==> src/rtl/hbk_pkg.sv <==
package hbk_pkg;

  typedef enum logic [2:0] {
    PH_LOCK,
    PH_PRE,
    PH_RUN,
    PH_REFRESH,
    PH_DIS
  } phase_t;

  // Interval in ns -> clock cycles, rounded up, never below one
  function automatic int ns_to_cyc(input int clk_mhz, input int ns);
    int c;
    c = (ns * clk_mhz + 999) / 1000;
    if (c < 1) c = 1;
    return c;
  endfunction

  // Bits needed to hold values 0..maxv
  function automatic int cnt_width(input int maxv);
    return (maxv < 2) ? 1 : $clog2(maxv + 1);
  endfunction

endpackage

==> src/rtl/hbk_deglitch.sv <==
module hbk_deglitch #(
  parameter int HOLD = 4
) (
  input  logic clk,
  input  logic rst,
  input  logic raw_i,
  output logic lvl_o,
  output logic take_o
);
  localparam int CW = hbk_pkg::cnt_width(HOLD);
  localparam logic [CW-1:0] LAST = CW'(HOLD - 1);

  logic [CW-1:0] run_q;
  logic          lvl_q;
  logic          differs;

  assign differs = (raw_i != lvl_q);
  assign take_o  = differs && (run_q == LAST);
  assign lvl_o   = lvl_q;

  always_ff @(posedge clk) begin
    if (rst) begin
      lvl_q <= 1'b1;
      run_q <= '0;
    end else if (take_o) begin
      lvl_q <= raw_i;
      run_q <= '0;
    end else if (differs) begin
      run_q <= run_q + 1'b1;
    end else begin
      run_q <= '0;
    end
  end


  flt_accept_chk: assert property (@(posedge clk) disable iff (rst)
    !$stable(lvl_q) |-> (lvl_q == $past(raw_i)));

endmodule

==> src/rtl/hbk_uvlo.sv <==
module hbk_uvlo (
  input  logic clk,
  input  logic rst,
  input  logic above_on_i,
  input  logic below_off_i,
  output logic lock_o
);
  logic lock_q;

  always_ff @(posedge clk) begin
    if (rst)                          lock_q <= 1'b1;
    else if (lock_q && above_on_i)    lock_q <= 1'b0;
    else if (!lock_q && below_off_i)  lock_q <= 1'b1;
  end

  assign lock_o = lock_q;


  hyst_enter_chk: assert property (@(posedge clk) disable iff (rst)
    $rose(lock_q) |-> $past(below_off_i));


  hyst_leave_chk: assert property (@(posedge clk) disable iff (rst)
    $fell(lock_q) |-> $past(above_on_i));

endmodule

==> src/rtl/hbk_phase_ctl.sv <==
module hbk_phase_ctl #(
  parameter int OFF_C = 18,
  parameter int ON_C  = 32,
  parameter int WD_C  = 2000,
  parameter int REF_C = 100,
  parameter int PRE_C = 1000
) (
  input  logic clk,
  input  logic rst,
  input  logic lock_i,
  input  logic dis_i,
  input  logic lvl_i,
  input  logic take_i,
  output logic hs_o,
  output logic ls_o
);
  import hbk_pkg::*;

  localparam int DW = cnt_width(ON_C);
  localparam int WW = cnt_width(WD_C);
  localparam int TW = cnt_width((PRE_C > REF_C) ? PRE_C : REF_C);
  localparam logic [DW-1:0] OFF_LAST = DW'(OFF_C - 1);
  localparam logic [DW-1:0] ON_LAST  = DW'(ON_C - 1);
  localparam logic [DW-1:0] OFF_SET  = DW'(OFF_C);
  localparam logic [WW-1:0] WD_LAST  = WW'(WD_C - 1);
  localparam logic [TW-1:0] PRE_LAST = TW'(PRE_C - 1);
  localparam logic [TW-1:0] REF_LAST = TW'(REF_C - 1);

  phase_t        ph_q;
  logic          hs_q, ls_q;
  logic [DW-1:0] dly_q;
  logic [WW-1:0] wd_q;
  logic [TW-1:0] tmr_q;

  logic want_hs, off_due, on_due, hs_nx, ls_nx, wd_fire, hs_run;

  assign want_hs = !lvl_i;
  assign off_due = (dly_q >= OFF_LAST);
  assign on_due  = (dly_q == ON_LAST);
  assign hs_run  = (ph_q == PH_RUN) && hs_q;
  assign wd_fire = hs_run && (wd_q == WD_LAST) && !dis_i && !take_i;

  // Regulation rule: release the unwanted side after OFF, engage the wanted one after ON
  always_comb begin
    if (want_hs) begin
      ls_nx = ls_q && !off_due;
      hs_nx = hs_q || (on_due && !ls_q);
    end else begin
      hs_nx = hs_q && !off_due;
      ls_nx = ls_q || (on_due && !hs_q);
    end
  end

  always_ff @(posedge clk) begin
    if (rst) begin
      ph_q  <= PH_LOCK;
      hs_q  <= 1'b0;
      ls_q  <= 1'b0;
      dly_q <= '0;
      wd_q  <= '0;
      tmr_q <= '0;
    end else begin
      if (!hs_run || wd_fire) wd_q <= '0;
      else if (wd_q != WD_LAST) wd_q <= wd_q + 1'b1;

      if (lock_i) begin
        ph_q <= PH_LOCK;
        hs_q <= 1'b0;
        ls_q <= 1'b0;
      end else begin
        case (ph_q)
          PH_LOCK: begin
            ph_q  <= PH_PRE;
            hs_q  <= 1'b0;
            ls_q  <= 1'b1;
            tmr_q <= '0;
          end
          PH_PRE: begin
            if (tmr_q == PRE_LAST) begin
              ph_q  <= dis_i ? PH_DIS : PH_RUN;
              dly_q <= '0;
            end else begin
              tmr_q <= tmr_q + 1'b1;
            end
          end
          PH_DIS: begin
            hs_q <= 1'b0;
            ls_q <= 1'b1;
            if (!dis_i) begin
              ph_q  <= PH_RUN;
              dly_q <= '0;
            end
          end
          PH_REFRESH: begin
            if (dis_i) begin
              ph_q <= PH_DIS;
              hs_q <= 1'b0;
              ls_q <= 1'b1;
            end else if (take_i) begin
              ph_q  <= PH_RUN;
              dly_q <= '0;
            end else if (tmr_q == REF_LAST) begin
              ph_q  <= PH_RUN;
              ls_q  <= 1'b0;
              dly_q <= OFF_SET;
            end else begin
              tmr_q <= tmr_q + 1'b1;
            end
          end
          PH_RUN: begin
            if (dis_i) begin
              ph_q <= PH_DIS;
              hs_q <= 1'b0;
              ls_q <= 1'b1;
            end else if (take_i) begin
              dly_q <= '0;
            end else if (wd_fire) begin
              ph_q  <= PH_REFRESH;
              hs_q  <= 1'b0;
              ls_q  <= 1'b1;
              tmr_q <= '0;
            end else begin
              hs_q <= hs_nx;
              ls_q <= ls_nx;
              if (dly_q != ON_LAST) dly_q <= dly_q + 1'b1;
            end
          end
          default: ph_q <= PH_LOCK;
        endcase
      end
    end
  end

  assign hs_o = hs_q;
  assign ls_o = ls_q;


  no_overlap_chk: assert property (@(posedge clk) disable iff (rst)
    !(hs_q && ls_q));


  dead_gap_chk: assert property (@(posedge clk) disable iff (rst)
    $rose(hs_q) |-> (!ls_q && !$past(ls_q)));


  lock_low_chk: assert property (@(posedge clk) disable iff (rst)
    lock_i |=> (!hs_q && !ls_q));


  dis_safe_chk: assert property (@(posedge clk) disable iff (rst)
    (!lock_i && dis_i) |=> (!hs_q && ls_q));


  pre_entry_chk: assert property (@(posedge clk) disable iff (rst)
    $fell(lock_i) |=> (ls_q && !hs_q));

endmodule

==> src/rtl/hbk_gate_seq.sv <==
module hbk_gate_seq #(
  parameter int CLK_MHZ    = 100,
  parameter int FILT_NS    = 40,
  parameter int TURNOFF_NS = 180,
  parameter int TURNON_NS  = 320,
  parameter int WDOG_NS    = 20000,
  parameter int REFRESH_NS = 1000,
  parameter int PRECHG_NS  = 10000
) (
  input  logic clk,
  input  logic rst,
  input  logic fb_above_i,
  input  logic disable_i,
  input  logic vdd_above_on_i,
  input  logic vdd_below_off_i,
  output logic hs_gate_o,
  output logic ls_gate_o
);
  import hbk_pkg::*;


  localparam int FILT_C = ns_to_cyc(CLK_MHZ, FILT_NS);
  localparam int OFF_C  = ns_to_cyc(CLK_MHZ, TURNOFF_NS);
  localparam int ON_C   = (ns_to_cyc(CLK_MHZ, TURNON_NS) > OFF_C) ?
                          ns_to_cyc(CLK_MHZ, TURNON_NS) : OFF_C + 1;
  localparam int WD_C   = ns_to_cyc(CLK_MHZ, WDOG_NS);
  localparam int REF_C  = ns_to_cyc(CLK_MHZ, REFRESH_NS);
  localparam int PRE_C  = ns_to_cyc(CLK_MHZ, PRECHG_NS);

  logic flt_lvl;
  logic flt_take;
  logic lock_q;

  hbk_deglitch #(.HOLD(FILT_C)) u_flt (
    .clk(clk), .rst(rst), .raw_i(fb_above_i),
    .lvl_o(flt_lvl), .take_o(flt_take)
  );

  hbk_uvlo u_uv (
    .clk(clk), .rst(rst), .above_on_i(vdd_above_on_i),
    .below_off_i(vdd_below_off_i), .lock_o(lock_q)
  );

  hbk_phase_ctl #(
    .OFF_C(OFF_C), .ON_C(ON_C), .WD_C(WD_C), .REF_C(REF_C), .PRE_C(PRE_C)
  ) u_ph (
    .clk(clk), .rst(rst), .lock_i(lock_q), .dis_i(disable_i),
    .lvl_i(flt_lvl), .take_i(flt_take),
    .hs_o(hs_gate_o), .ls_o(ls_gate_o)
  );

endmodule

==> config.mk <==
export PLATFORM = sky130hd
export DESIGN_NAME = hbk_gate_seq
export DESIGN_NICKNAME = d
export VERILOG_FILES = /design/src/rtl/hbk_pkg.sv /design/src/rtl/hbk_deglitch.sv /design/src/rtl/hbk_uvlo.sv /design/src/rtl/hbk_phase_ctl.sv /design/src/rtl/hbk_gate_seq.sv
export SDC_FILE = /design/constraint.sdc
export NUM_CORES = 1
export LEC_CHECK = 0
export ABC_CLOCK_PERIOD_IN_PS = 4700
export BUFFER_PORTS_ARGS = -buffer_cell sky130_fd_sc_hd__buf_2
export CORE_ASPECT_RATIO = 1.2
export CORE_MARGIN = 8
export CORE_UTILIZATION = 64
export DETAILED_ROUTE_END_ITERATION = 12
export PLACE_DENSITY = 0.8
export SLEW_MARGIN = 20
export SYNTH_ARGS = -nofsm -noshare
export SYNTH_HDL_FRONTEND = slang
export SYNTH_SLANG_ARGS = --single-unit
==> constraint.sdc <==
create_clock -name clk -period 4.7 [get_ports clk]
set_input_delay 0.47 -clock clk [delete_from_list [all_inputs] [get_ports clk]]
set_output_delay 0.47 -clock clk [all_outputs]
set_load 0.01 [all_outputs]
==> results.py <==
metrics = {
    "layout": {
        "area_delta_synth_final_pct": 7.16,
        "n_fill_cell": 260,
        "register_area_um2": 741,
        "final_net_count": 281,
        "drive_gt1_frac": 0.134,
        "n_antenna_cell": 0,
        "utilization": 0.718,
        "final_cell_area_um2": 2400,
        "multiInputGateArea_um2": 1400,
        "final_cells": 306,
    },
    "timing": {
        "report.final.slew_viol_count": 0,
        "fin_crit_ns": 2.29,
        "worst_clock_skew_ns": 0.00739,
        "worst_pin_slew_ns": 0.679,
        "finalSetupTns_ns": 0,
        "setup_viol": 0,
        "relSlewSlack": 0.544,
        "rsz0062_at_grt": "false",
        "max_freq_mhz": 437,
        "post-route-period-util": 0.487,
        "hold_violations": 0,
    },
    "power_and_ir_drop": {
        "combPwrFrac": 0.052,
        "p_switching_uw": 140,
        "pwr-share-clk": 0.476,
        "seqPwrFrac": 0.472,
        "pwr_density_cell_nw_per_um2": 283,
        "p_int_uw": 539,
        "swShare": 0.206,
        "p_leak_nw": 0.831,
        "ir_worst_vdd_v": 0.000276,
    },
    "clock_tree": {
        "clockBufferDepth": 2,
        "clock-sinks": 37,
        "clk_latency_ns": 0.29,
        "cts_tree": "yes",
        "path_clk_slew_ns": 0.07,
        "h-tree-depth": 2,
        "cts_hold_buf": 0,
        "postCtsSetupBuffers": 0,
        "cts-resized-gates": 0,
        "clockRootBuffer": "clkbuf_8",
        "cts-buffers-inserted": 5,
    },
    "flow_run": {
        "drv_cap": 0,
    },
    "yosys": {
        "ys_top_cells_by_area": "dfxtp_1, nand2_1, ha_1",
        "yosysMostFrequentCell": "dfxtp_1",
        "netlist.top_cell.by_area": "dfxtp_1",
        "yosysUniqueCellTypes": 60,
        "synth_area_um2": 2240,
        "avgSynthCellArea_um2": 8.44,
        "syn_inst": 265,
        "yosysWarnings": 0,
        "async_reset_ff_frac": 0,
        "seq_area_frac_synth": 0.331,
        "synth.top_cells.by_count": "dfxtp_1, nand2_1, nor2_1",
        "synth_nets": 278,
        "synthFlopType": "dfxtp_1",
        "ys_ff_latch": 37,
        "synth_edf_count": 0,
        "synth_top_area_frac": 0.331,
    },
    "grt": {
        "grt_usage": 0.172,
        "first_global_vias": 1832,
        "grt_pass1_wl_um": 8110,
        "grt_overflow_total": 0,
        "antenna_found_initial": 0,
        "grt_max_degree": 20,
    },
    "die": {
        "die_h_um": 80.8,
        "die_area_um2": 5650,
        "start_util": 0.670,
        "num_rows": 23,
        "pin_count": 8,
        "core_um2": 3340,
        "die_x_um": 70.0,
    },
    "setup_path": {
        "startpoint_type": "flip-flop",
        "worstReg2RegStart": "u_flt.run_q[0]",
        "r2r_setup_slack_ns": 2.41,
        "r2r_end": "u_ph.tmr_q[5]",
        "critPathKind": "flip-flop to flip-flop",
        "end_kind": "flip-flop",
        "cp.arrival_ns": 2.45,
        "r2r_cells": 6,
        "worstPathRequired_ns": 4.86,
        "crit_fanout": 9,
    },
    "route": {
        "ant_nets": 0,
        "wl_per_cell_um": 15.3,
        "drtIter0Drc": 211,
        "remaining_drc_errors": 0,
        "vias": 1921,
        "vias_per_cell": 6.28,
        "dr.pass1.iters": 4,
        "wirelength_um": 4670,
    },
    "worst_hold_path": {
        "hold_end": "u_uv.lock_o",
        "hold_start": "vdd_below_off_i",
        "hold_path_depth": 3,
        "hp-class": "input port to flip-flop",
    },
    "placement": {
        "routabilityCongestion": 0.880,
        "dpl_cell_area_um2": 2260,
        "place_hpwl_um": 3440,
        "io_buffers": 7,
        "placed_cells": 298,
    },
    "run_status": {
        "outcome": "finished, final reports clean",
    },
}
## power groups by stage
stage / clock network, mW / logic [mW] / registers, mW
3_5_place_dp: 0 / 0.0349 / 0.327
6_report: 0.323 / 0.0354 / 0.320
2_1_floorplan: 0 / 0.0274 / 0.325
4_1_cts: 0.331 / 0.0351 / 0.320
5_1_grt: 0.349 / 0.0392 / 0.321
3_3_place_gp: 0 / 0.0349 / 0.327
## worst max-delay path by stage
stage	endpoint	startpoint	slack (ns)	depth (start not counted)
after floorplan	u_ph.tmr_q[1]	u_flt.run_q[0]	2.60	8
after global placement	u_ph.dly_q[3]	fb_above_i	2.39	6
after detailed placement	u_ph.dly_q[3]	fb_above_i	2.38	6
after CTS	u_ph.tmr_q[1]	u_flt.run_q[0]	2.41	6
after global routing	u_ph.tmr_q[8]	u_flt.run_q[0]	2.20	7
final	u_ph.tmr_q[5]	u_flt.run_q[0]	2.41	6
## routing by layer
metal,up-vias,track usage,share of wire
met5,-,0,0
met4,0,0.0825,0.022
met3,12,0.0414,0.043
met2,46,0.288,0.48
met1,880,0.203,0.46
li1,983,-,-
## through the flow
step / hold WS [ns] / setup slack (ns) / total power, mW
floorplan: 0.399 / 2.60 / 0.353
global placement: 0.409 / 2.39 / 0.362
detailed placement: 0.417 / 2.38 / 0.362
CTS: 0.388 / 2.41 / 0.686
global route: 0.407 / 2.20 / 0.709
finish: 0.395 / 2.41 / 0.679
## kinds of logic (layout without fill, tap and decap cells)
group	Yosys count	in the layout	synth area share
fa+ha+maj	7	7	0.0391
mux	4	4	0.0185
xor+xnor	12	12	0.0503
flops	37	37	0.331
compound gates	73	73	0.244
buf+inv	21	25	0.0414
simple gates	111	111	0.276
## layout make-up
cell class,instances,share of cell area
Clock buffer,5,0.0287
Sequential cell,37,0.309
Multi-Input combinational cell,207,0.586
Tap cell,37,0.0193
Inverter,10,0.0157
Timing Repair Buffer,7,0.0146
Clock inverter,3,0.0271
## worst max-delay path, stage by stage (launching register included)
cell	delay (ns)
dfxtp_1	0.32
ha_1	0.19
ha_1	0.30
a2111o_1	0.54
o21a_1	0.26
nor3_4	0.39
a311oi_1	0.16
## registers in the layout, summed over array words and instances (netlist names)
signal / cells
u_ph.wd_q: 11
u_ph.tmr_q: 10
u_ph.dly_q: 6
u_uv.lock_o: 1
u_ph.hs_o: 1
u_flt.lvl_o: 1
u_ph.ls_o: 1
u_flt.run_q: 3
u_ph.ph_q: 3
## cell usage in the layout (no fill, tap or decap), drive strengths merged, types with 2 or more instances in the layout
master / count
xnor2: 2
nand3: 18
xor2: 10
and3: 10
mux2i: 3
nor3: 4
a2111o: 2
clkbuf: 5
and2: 3
ha: 7
a21oi: 17
nor2: 23
or2: 3
or3: 3
o211ai: 5
a31oi: 2
bufinv: 2
a2111oi: 2
nand2: 24
buf: 7
nor2b: 9
a311oi: 5
o31ai: 3
o21ai: 11
nor4: 3
inv: 10
o32ai: 3
a21o: 2
and4: 3
o21a: 6
dfxtp: 37
nand2b: 2
a211oi: 9
Power figures use the tool's default switching activity.
